File: config.mk
export PLATFORM = sky130hd
export DESIGN_NAME = line_pulse_gen
export DESIGN_NICKNAME = d
export VERILOG_FILES = /design/src/rtl/lpg_pkg.sv /design/src/rtl/lpg_pixcnt.sv /design/src/rtl/lpg_bank.sv /design/src/rtl/lpg_toggle.sv /design/src/rtl/line_pulse_gen.sv
export SDC_FILE = /design/constraint.sdc
export NUM_CORES = 2
export LEC_CHECK = 0
export BUFFER_PORTS_ARGS = -buffer_cell sky130_fd_sc_hd__buf_2
export CAP_MARGIN = 25
export CORE_AREA = 2 2 488 490
export DETAILED_ROUTE_END_ITERATION = 10
export DIE_AREA = 0 0 490 492
export SYNTH_ARGS = -nofsm -noshare
export SYNTH_HDL_FRONTEND = slang
export SYNTH_SLANG_ARGS = --single-unit
File: constraint.sdc
create_clock -name clk -period 6.1 [get_ports clk]
set_clock_uncertainty 0.05 [all_clocks]
set_input_delay 0.305 -clock clk [delete_from_list [all_inputs] [get_ports clk]]
set_output_delay 0.305 -clock clk [all_outputs]
set_load 0.01 [all_outputs]
File: src/rtl/lpg_pkg.sv
package lpg_pkg;
  localparam int LPG_PW     = 12;
  localparam int LPG_NSEQ   = 10;
  localparam int LPG_NHB    = 6;
  localparam int LPG_HD_DLY = 17;

  typedef enum logic [1:0] {
    ALT_NONE  = 2'd0,
    ALT_ODD   = 2'd1,
    ALT_EVEN  = 2'd2,
    ALT_EVEN2 = 2'd3
  } alt_e;

  // which blanking toggles take part on this line
  function automatic logic [LPG_NHB-1:0] hb_enables(input logic [1:0] mode, input logic odd);
    logic [LPG_NHB-1:0] pair;
    pair = '0;
    pair[1:0] = 2'b11;
    case (alt_e'(mode))
      ALT_NONE: return '1;
      ALT_ODD:  return odd ? pair : ~pair;
      default:  return odd ? ~pair : pair;
    endcase
  endfunction

  // {H4,H3,H2,H1}
  function automatic logic [3:0] h_levels(input logic blank, input logic mask,
                                          input logic pa, input logic pb);
    if (blank) return {mask, ~mask, mask, ~mask};
    return {~pb, pb, ~pa, pa};
  endfunction
endpackage

File: src/rtl/lpg_pixcnt.sv
module lpg_pixcnt #(
  parameter int PW  = 12,
  parameter int DLY = 17
) (
  input  logic          clk,
  input  logic          rst_n,
  input  logic          hd_n,
  output logic [PW-1:0] pix,
  output logic          live,
  output logic          line_start
);
  localparam int            DW    = $clog2(DLY + 1);
  localparam logic [PW-1:0] PMAX  = '1;
  localparam logic [DW-1:0] DLOAD = DW'(DLY - 1);

  logic          hd_q;
  logic          armed;
  logic [DW-1:0] dly;
  logic          hd_fall;

  assign hd_fall    = hd_q & ~hd_n;
  assign line_start = armed && (dly == '0);

  always_ff @(posedge clk or negedge rst_n) begin
    if (!rst_n) begin
      hd_q  <= 1'b1;
      armed <= 1'b0;
      dly   <= '0;
      pix   <= '0;
      live  <= 1'b0;
    end else begin
      hd_q <= hd_n;
      if (hd_fall) begin
        armed <= 1'b1;
        dly   <= DLOAD;
      end else if (line_start) begin
        armed <= 1'b0;
      end else if (armed) begin
        dly <= dly - 1'b1;
      end
      if (line_start) begin
        pix  <= '0;
        live <= 1'b1;
      end else if (live) begin
        if (pix == PMAX) live <= 1'b0;
        else             pix  <= pix + 1'b1;
      end
    end
  end
endmodule

File: src/rtl/lpg_bank.sv
module lpg_bank #(
  parameter int PW   = 12,
  parameter int NSEQ = 10,
  parameter int SW   = 4,
  parameter int NHB  = 6
) (
  input  logic                   clk,
  input  logic                   rst_n,
  input  logic                   load,
  input  logic                   odd_in,
  input  logic [SW-1:0]          seq_idx,
  input  logic [NSEQ-1:0]        clamp_pol,
  input  logic [NSEQ*2*PW-1:0]   clamp_tog,
  input  logic [NSEQ-1:0]        preblank_pol,
  input  logic [NSEQ*2*PW-1:0]   preblank_tog,
  input  logic [NSEQ-1:0]        hb_mask,
  input  logic [NSEQ*2-1:0]      hb_alt,
  input  logic [NSEQ*NHB*PW-1:0] hb_tog,
  output logic                   nxt_clamp_pol,
  output logic                   nxt_preblank_pol,
  output logic [SW-1:0]          act_idx,
  output logic                   act_odd,
  output logic                   act_mask,
  output logic [1:0]             act_alt,
  output logic [2*PW-1:0]        act_clamp_tog,
  output logic [2*PW-1:0]        act_preblank_tog,
  output logic [NHB*PW-1:0]      act_hb_tog
);
  logic [SW-1:0] sidx;
  int            base;

  assign sidx = (int'(seq_idx) < NSEQ) ? seq_idx : act_idx;

  always_comb begin
    base             = int'(sidx);
    nxt_clamp_pol    = clamp_pol[base];
    nxt_preblank_pol = preblank_pol[base];
  end

  always_ff @(posedge clk or negedge rst_n) begin
    if (!rst_n) begin
      act_idx          <= '0;
      act_odd          <= 1'b0;
      act_mask         <= 1'b0;
      act_alt          <= '0;
      act_clamp_tog    <= '0;
      act_preblank_tog <= '0;
      act_hb_tog       <= '0;
    end else if (load) begin
      act_idx          <= sidx;
      act_odd          <= odd_in;
      act_mask         <= hb_mask[base];
      act_alt          <= hb_alt[base*2 +: 2];
      act_clamp_tog    <= clamp_tog[base*2*PW +: 2*PW];
      act_preblank_tog <= preblank_tog[base*2*PW +: 2*PW];
      act_hb_tog       <= hb_tog[base*NHB*PW +: NHB*PW];
    end
  end
endmodule

File: src/rtl/lpg_toggle.sv
module lpg_toggle #(
  parameter int   PW  = 12,
  parameter int   NT  = 2,
  parameter logic RST = 1'b0
) (
  input  logic             clk,
  input  logic             rst_n,
  input  logic             start,
  input  logic             init_lvl,
  input  logic             live,
  input  logic [PW-1:0]    pix,
  input  logic [NT*PW-1:0] togs,
  input  logic [NT-1:0]    en,
  output logic             lvl,
  output logic             flip
);
  logic [NT-1:0] hit;

  for (genvar j = 0; j < NT; j++) begin : g_cmp
    assign hit[j] = en[j] && (togs[j*PW +: PW] == pix);
  end

  // coincident toggles cancel pairwise
  assign flip = live && (^hit);

  always_ff @(posedge clk or negedge rst_n) begin
    if (!rst_n)     lvl <= RST;
    else if (start) lvl <= init_lvl;
    else if (flip)  lvl <= ~lvl;
  end
endmodule

File: src/rtl/line_pulse_gen.sv
module line_pulse_gen import lpg_pkg::*; #(
  parameter int PW     = LPG_PW,
  parameter int NSEQ   = LPG_NSEQ,
  parameter int SW     = (NSEQ > 1) ? $clog2(NSEQ) : 1,
  parameter int HD_DLY = LPG_HD_DLY
) (
  input  logic                       clk,
  input  logic                       rst_n,
  input  logic                       hd_n,
  input  logic [SW-1:0]              seq_idx,
  input  logic                       line_odd,
  input  logic                       hph_a,
  input  logic                       hph_b,
  input  logic [NSEQ-1:0]            clamp_pol,
  input  logic [NSEQ*2*PW-1:0]       clamp_tog,
  input  logic [NSEQ-1:0]            preblank_pol,
  input  logic [NSEQ*2*PW-1:0]       preblank_tog,
  input  logic [NSEQ-1:0]            hb_mask,
  input  logic [NSEQ*2-1:0]          hb_alt,
  input  logic [NSEQ*LPG_NHB*PW-1:0] hb_tog,
  output logic                       clamp_n,
  output logic                       preblank_n,
  output logic                       hblank,
  output logic [3:0]                 hclk_en
);
  localparam int NHB = LPG_NHB;

  logic [PW-1:0]     pix;
  logic              live;
  logic              line_start;
  logic              nxt_clamp_pol, nxt_preblank_pol;
  logic [SW-1:0]     act_idx;
  logic              act_odd, act_mask;
  logic [1:0]        act_alt;
  logic [2*PW-1:0]   act_clamp_tog, act_preblank_tog;
  logic [NHB*PW-1:0] act_hb_tog;
  logic [NHB-1:0]    hb_en;
  logic              clamp_flip, preblank_flip, hb_flip;

  lpg_pixcnt #(.PW(PW), .DLY(HD_DLY)) u_cnt (
    .clk(clk), .rst_n(rst_n), .hd_n(hd_n),
    .pix(pix), .live(live), .line_start(line_start)
  );

  lpg_bank #(.PW(PW), .NSEQ(NSEQ), .SW(SW), .NHB(NHB)) u_bank (
    .clk(clk), .rst_n(rst_n), .load(line_start), .odd_in(line_odd),
    .seq_idx(seq_idx),
    .clamp_pol(clamp_pol), .clamp_tog(clamp_tog),
    .preblank_pol(preblank_pol), .preblank_tog(preblank_tog),
    .hb_mask(hb_mask), .hb_alt(hb_alt), .hb_tog(hb_tog),
    .nxt_clamp_pol(nxt_clamp_pol), .nxt_preblank_pol(nxt_preblank_pol),
    .act_idx(act_idx), .act_odd(act_odd), .act_mask(act_mask), .act_alt(act_alt),
    .act_clamp_tog(act_clamp_tog), .act_preblank_tog(act_preblank_tog),
    .act_hb_tog(act_hb_tog)
  );

  assign hb_en = hb_enables(act_alt, act_odd);

  lpg_toggle #(.PW(PW), .NT(2), .RST(1'b1)) u_clamp (
    .clk(clk), .rst_n(rst_n), .start(line_start), .init_lvl(nxt_clamp_pol),
    .live(live), .pix(pix), .togs(act_clamp_tog), .en(2'b11),
    .lvl(clamp_n), .flip(clamp_flip)
  );

  lpg_toggle #(.PW(PW), .NT(2), .RST(1'b1)) u_preblank (
    .clk(clk), .rst_n(rst_n), .start(line_start), .init_lvl(nxt_preblank_pol),
    .live(live), .pix(pix), .togs(act_preblank_tog), .en(2'b11),
    .lvl(preblank_n), .flip(preblank_flip)
  );

  lpg_toggle #(.PW(PW), .NT(NHB), .RST(1'b0)) u_hblank (
    .clk(clk), .rst_n(rst_n), .start(line_start), .init_lvl(1'b0),
    .live(live), .pix(pix), .togs(act_hb_tog), .en(hb_en),
    .lvl(hblank), .flip(hb_flip)
  );

  assign hclk_en = h_levels(hblank, act_mask, hph_a, hph_b);
endmodule

Yosys cells after proc, flatten, opt, wreduce, memory -nomap -nowiden --
Index checks and enable logic that the tools add are counted.
Storage, ports and cells: output and inout port bits 7, bits in registers 151, logic and storage cells 101
Cells by class: order comparisons 2, $mul 3, mux-type cells 30, shift operators 4, reductions and logical operators 23, add/subtract/negate cells 2, bitwise operators 8, equality and inequality tests 14
Operator list (count):
- $shiftx A720 B32 Y72 | 1
- $shiftx A240 B32 Y24 | 2
- $eq A12 B12 Y1 | 10
- $mux W12 | 3
- $mul A31 B3 Y29 const B | 1
- $shiftx A20 B6 Y2 | 1
- $mux W1 | 15
- $mux W5 | 3
- $add A12 B1 Y12 const B | 1
- $bmux W1 S4 | 3
- $eq A12 B12 Y1 const B | 1
- $mul A4 B2 Y6 const B | 2
- $mux W4 | 3
- $mux W6 | 2
- $pmux W6 S2 | 1
- $reduce_bool A2 Y1 | 6
- $logic_and A1 B1 Y1 | 10
- $not A1 Y1 | 7
- $reduce_xor A6 Y1 | 1
- $logic_not A5 Y1 | 1
- $lt A4 B5 Y1 const B | 1
- $sub A5 B1 Y5 const B | 1
- $lt A4 B4 Y1 const B | 1
- $reduce_and A2 Y1 | 2
- 6 further kinds | 7

Logic depth before layout (Yosys ltp) --
word-level depth 7, gate-level depth with buffers 29, gate-level depth less buffers 19

Modules after synthesis --
From an unflattened synthesis, not the netlist that was laid out.
Unflattened totals: cells, all modules 6142, area, all modules 41786.3 µm²
Modules (own cells, without submodules):
- lpg_bank | cells each 5813, times used 1, area an instance 38932.3 µm², seq. area each 3203.1 µm²
- lpg_toggle at u_hblank | cells each 125, times used 1, area an instance 1071.0 µm², seq. area each 25.0 µm²
- lpg_pixcnt | cells each 106, times used 1, area an instance 1019.7 µm², seq. area each 501.7 µm²
- lpg_toggle at u_clamp ... | cells each 43, times used 2, area an instance 345.3 µm², seq. area each 26.3 µm²
- line_pulse_gen | cells each 12, times used 1, area an instance 72.6 µm², seq. area each 0.0 µm²

Worst setup path after synthesis --
No wires, ideal clock.
path type input -> register, start point in seq_idx[1], end point reg u_bank.act_hb_tog[58], library setup time 138 ps, data required time 5912 ps, cell stages on the path 27, arrival time 5528 ps, path slack 383 ps, cell sequence buf_6 -> o211ai_2 -> o21a_1 -> buf_6 -> inv_6 -> buf_12 -> buf_12 -> buf_12 -> buf_8 -> buf_4 -> buf_2 -> buf_2 -> ha_1 -> maj3_1 -> a21oi_1 -> xnor2_1 -> ha_1 -> ha_1 -> clkbuf_1 -> xor2_1 -> buf_2 -> buf_2 -> buf_1 -> mux2i_1 -> o21ai_0 -> a221oi_1 -> nand4_1
On the way: longest elaborated chain between the ends 5
RTL lines:
- start, declared | RTL line line_pulse_gen.sv:10 | input logic [SW-1:0] seq_idx,
- $lt A4 B4 Y1 | RTL line lpg_bank.sv:32 | assign sidx = (int'(seq_idx) < NSEQ) ? seq_idx : act_idx;
- $mux W4 | RTL line lpg_bank.sv:32
- net u_bank.sidx[0] | RTL line lpg_bank.sv:29 | logic [SW-1:0] sidx;
- $mul A4 B2 Y6 | RTL line lpg_bank.sv:56 | act_hb_tog <= hb_tog[base*NHB*PW +: NHB*PW];
- $mul A31 B3 Y29 | RTL line lpg_bank.sv:56
- $shiftx A720 B32 Y72 | RTL line lpg_bank.sv:56
- end signal, assigned | RTL line lpg_bank.sv:56
- end, declared | RTL line lpg_bank.sv:27 | output logic [NHB*PW-1:0] act_hb_tog
The timed path passes the listed nets, and every way through them passes these cells. A chain may end at the register's enable or synchronous reset.

Worst setup path in the final report --
start point reg u_bank.act_idx[1], end point reg u_bank.act_hb_tog[55]
On the way: longest elaborated chain between the ends 4
RTL lines:
- start, declared | RTL line lpg_bank.sv:21 | output logic [SW-1:0] act_idx,
- start signal, assigned | RTL line lpg_bank.sv:50 | act_idx <= sidx;
- $mux W4 | RTL line lpg_bank.sv:32
- $mul A4 B2 Y6 | RTL line lpg_bank.sv:56
- $mul A31 B3 Y29 | RTL line lpg_bank.sv:56
- $shiftx A720 B32 Y72 | RTL line lpg_bank.sv:56
Every way passes these cells.

==> impl_metrics.tcl <==
set metrics [dict create \
    reg2reg_depth 18 \
    pin_count 1267 \
    clock-root-buffer "clkbuf_16" \
    ys_seq_elements 151 \
    ant_nets 0 \
    setup_viol 0 \
    min_path_cells 5 \
    syn-num-nets 6181 \
    path_delay_family "compound AO/OA/AOI/OAI gates" \
    core_um2 236000 \
    final-hold-violation-count 0 \
    grt_pass1_wl_um 464000 \
    routed_via_density 5.82 \
    ir_drop_mv 1.23 \
    firstDrtPassIters 7 \
    p_total_mw 40.3 \
    grt_max_degree 154 \
    initial_utilization 0.175 \
    worstSetupStartpointType "flip-flop" \
    r2r-end "u_bank.act_hb_tog[55]" \
    synth_async_sr_flop_share 1.00 \
    netlist-cell-type-count 82 \
    h-tree-depth 4 \
    ys_seq_area_frac 0.0914 \
    synth-main-ff-cell "dfrtp_1" \
    cp_max_fo 65 \
    yosys_warnings 0 \
    setup_tns_ps 0 \
    critical_path_arrival_ps 5940 \
    route.detailed.drc 0 \
    synth_edf_count 0 \
    report.final.slew_viol_count 0 \
    worstMarginPinSlew_ps 1160 \
    drive_above_1_share 0.355 \
    hold_start "clamp_tog[203]" \
    grt_overflow 0 \
    cp-end-kind "flip-flop" \
    grt_antenna_before_repair 238 \
    rsz0062_at_grt "no" \
    num_vias 53500 \
    fin_nets 7163 \
    cts_sinks 151 \
    hold_class "in -> reg" \
    area_growth_pct 25.1 \
    post_cts_buffers 0 \
    path_clk_slew_ps 80 \
    maxCapViolCount 0 \
    syn_inst 4904 \
    fin_util 0.219 \
    use_met3 0.0987 \
    worstPathCellList "inv_1 > a21oi_4 > inv_8 > nand2_1 > nand2_1 > ha_1 > nor2_1 > xnor2_1 > ha_1 > inv_1 > fa_4 > clkinv_2 > nor2_4 > buf_12 > a22oi_1 > a21oi_1 > or3_1 > a32o_1" \
    max_freq_ghz 0.182 \
    numCtsBuffers 17 \
    cts_resized 0 \
    r2r_setup_slack_ps 600 \
    insertion_delay_ps 570 \
    synth_area_um2 41400 \
    top_usage_layer "met2" \
    gp_congestion 1.09 \
    wirelength_um 350000 \
    die_w_um 490 \
    dp.final_hpwl_um 281000 \
    postSynthAreaPerCell_um2 8.44 \
    met2_usage 0.434 \
    slew_headroom 0.222 \
    initialDrtViolationCount 8603 \
    slowest_delay_ps 850 \
    dpl_cell_area_um2 50800 \
    critPathRequiredTime_ps 6550 \
    holdPathEnd "u_bank.act_clamp_tog[11]" \
    die_h_um 492 \
    placementRows 179 \
    stdcell_count 9194 \
    timing.rr.start "u_bank.act_idx[1]" \
    ctsLongestPathBuffers 2 \
    wl_per_cell_um 38.0 \
    port_buffers 1266 \
    cp.buffers_inverters 5 \
    crit_type "reg -> reg" \
    fin_area_um2 51800 \
    min_period_ps 5500 \
    grt_pass1_vias 50100 \
    dpl.cell_count 9026 \
    cts_tree "done" \
    postCtsHoldBufs 3 \
    crit_slowest_cell "fa_4" \
    met1_usage 0.315 \
    status "finished, final reports clean" \
    dieArea_um2 241000 \
    track_usage 0.279 \
    power.density_nw_per_um2 778 \
    p_leak_nw 21.6 \
    period_share 0.901 \
]
where the power goes:
group          switching [mW]  internal [mW]  total [mW]
clock network           0.638          0.595        1.23
registers               0.729           1.45        2.18
logic                    25.8           11.1        36.9
total                    27.1           13.2        40.3
stage by stage:
step | worst slack (ps) | hold slack (ps)
final | 602 | 72.8
after global routing | 360 | 88.7
after CTS | 705 | 22.8
after detailed placement | 398 | 332
after global placement | 337 | 334
after floorplan | 383 | -40.6
area by class of cell:
class | instances | area (um^2)
timing repair buffer | 1476 | 8210
clock inverter | 13 | 134
inverter | 28 | 148
tap | 3167 | 3960
fill | 26600 | 184000
multi-input combinational | 4212 | 34800
antenna | 128 | 320
sequential | 151 | 3790
clock buffer | 19 | 453
worst min-delay path, stage by stage:
cell,delay (ps)
buf_2,80
nand2_1,40
a21oi_1,120
a21oi_1,40
o21ai_0,70
synthesized netlist by cell type (all sizes together), types with 52 or more instances:
| library cell | n | area share |
|---|---|---|
| nand2 | 1132 | 0.10 |
| a311oi | 59 | 0.012 |
| a31oi | 114 | 0.017 |
| and3 | 87 | 0.013 |
| nand3 | 296 | 0.036 |
| xnor2 | 96 | 0.020 |
| mux4 | 501 | 0.27 |
| buf | 326 | 0.054 |
| nor2 | 117 | 0.011 |
| a221oi | 54 | 0.012 |
| o21ai | 172 | 0.021 |
| a22oi | 95 | 0.017 |
| o22ai | 69 | 0.010 |
| nand4 | 52 | 0.0079 |
| a21oi | 252 | 0.031 |
| dfrtp | 148 | 0.089 |
| clkbuf | 187 | 0.017 |
| mux2i | 668 | 0.16 |
logic make-up (layout without fill, tap and decap cells):
group / Yosys count / after routing / synth area share
XOR/XNOR: 145 / 145 / 0.0307
adder cells (fa/ha/maj): 18 / 18 / 0.00556
multiplexers: 1187 / 1187 / 0.439
other: 0 / 128 / 0
flip-flops: 151 / 151 / 0.0914
AO/OA/AOI/OAI: 1074 / 1074 / 0.174
buffers and inverters: 541 / 1536 / 0.0735
AND/OR/NAND/NOR: 1788 / 1788 / 0.185
state kept, by name, summed over array words and instances (netlist names), 2 cells and up:
| register | flops |
|---|---|
| u_bank.act_alt | 2 |
| u_bank.act_clamp_tog | 24 |
| u_bank.act_hb_tog | 72 |
| u_bank.act_idx | 4 |
| u_bank.act_preblank_tog | 24 |
| u_cnt.dly | 5 |
| u_cnt.pix | 12 |
worst max path at each step:
| stage | end | start | cells past startpoint | slack (ps) |
|---|---|---|---|---|
| after floorplan | u_bank.act_hb_tog[58] | seq_idx[1] | 27 | 380 |
| after global placement | u_bank.act_hb_tog[67] | seq_idx[3] | 19 | 340 |
| after detailed placement | u_bank.act_hb_tog[28] | seq_idx[3] | 18 | 400 |
| after global routing | u_bank.act_hb_tog[28] | u_bank.act_idx[0] | 17 | 360 |
| final | u_bank.act_hb_tog[55] | u_bank.act_idx[1] | 18 | 600 |
| after CTS | u_bank.act_hb_tog[28] | u_bank.act_idx[0] | 17 | 700 |
cells in the final DEF, fill, tap and decap left out, types with 128 or more instances in the layout:
cell     instances
buf_4          184
a21oi_1        248
diode_2        128
dfrtp_1        139
mux2i_1        667
nand3_1        295
nand2_1       1126
buf_2         1265
o21ai_0        151
mux4_2         501
layer usage:
layer  vias to the layer above  routed length (um)
li1                      21100                   -
met1                     26100              122000
met2                      4957              155000
met3                      1281               41400
met4                       116               30300
met5                         -                 742
(Power assumes the default switching activity.)
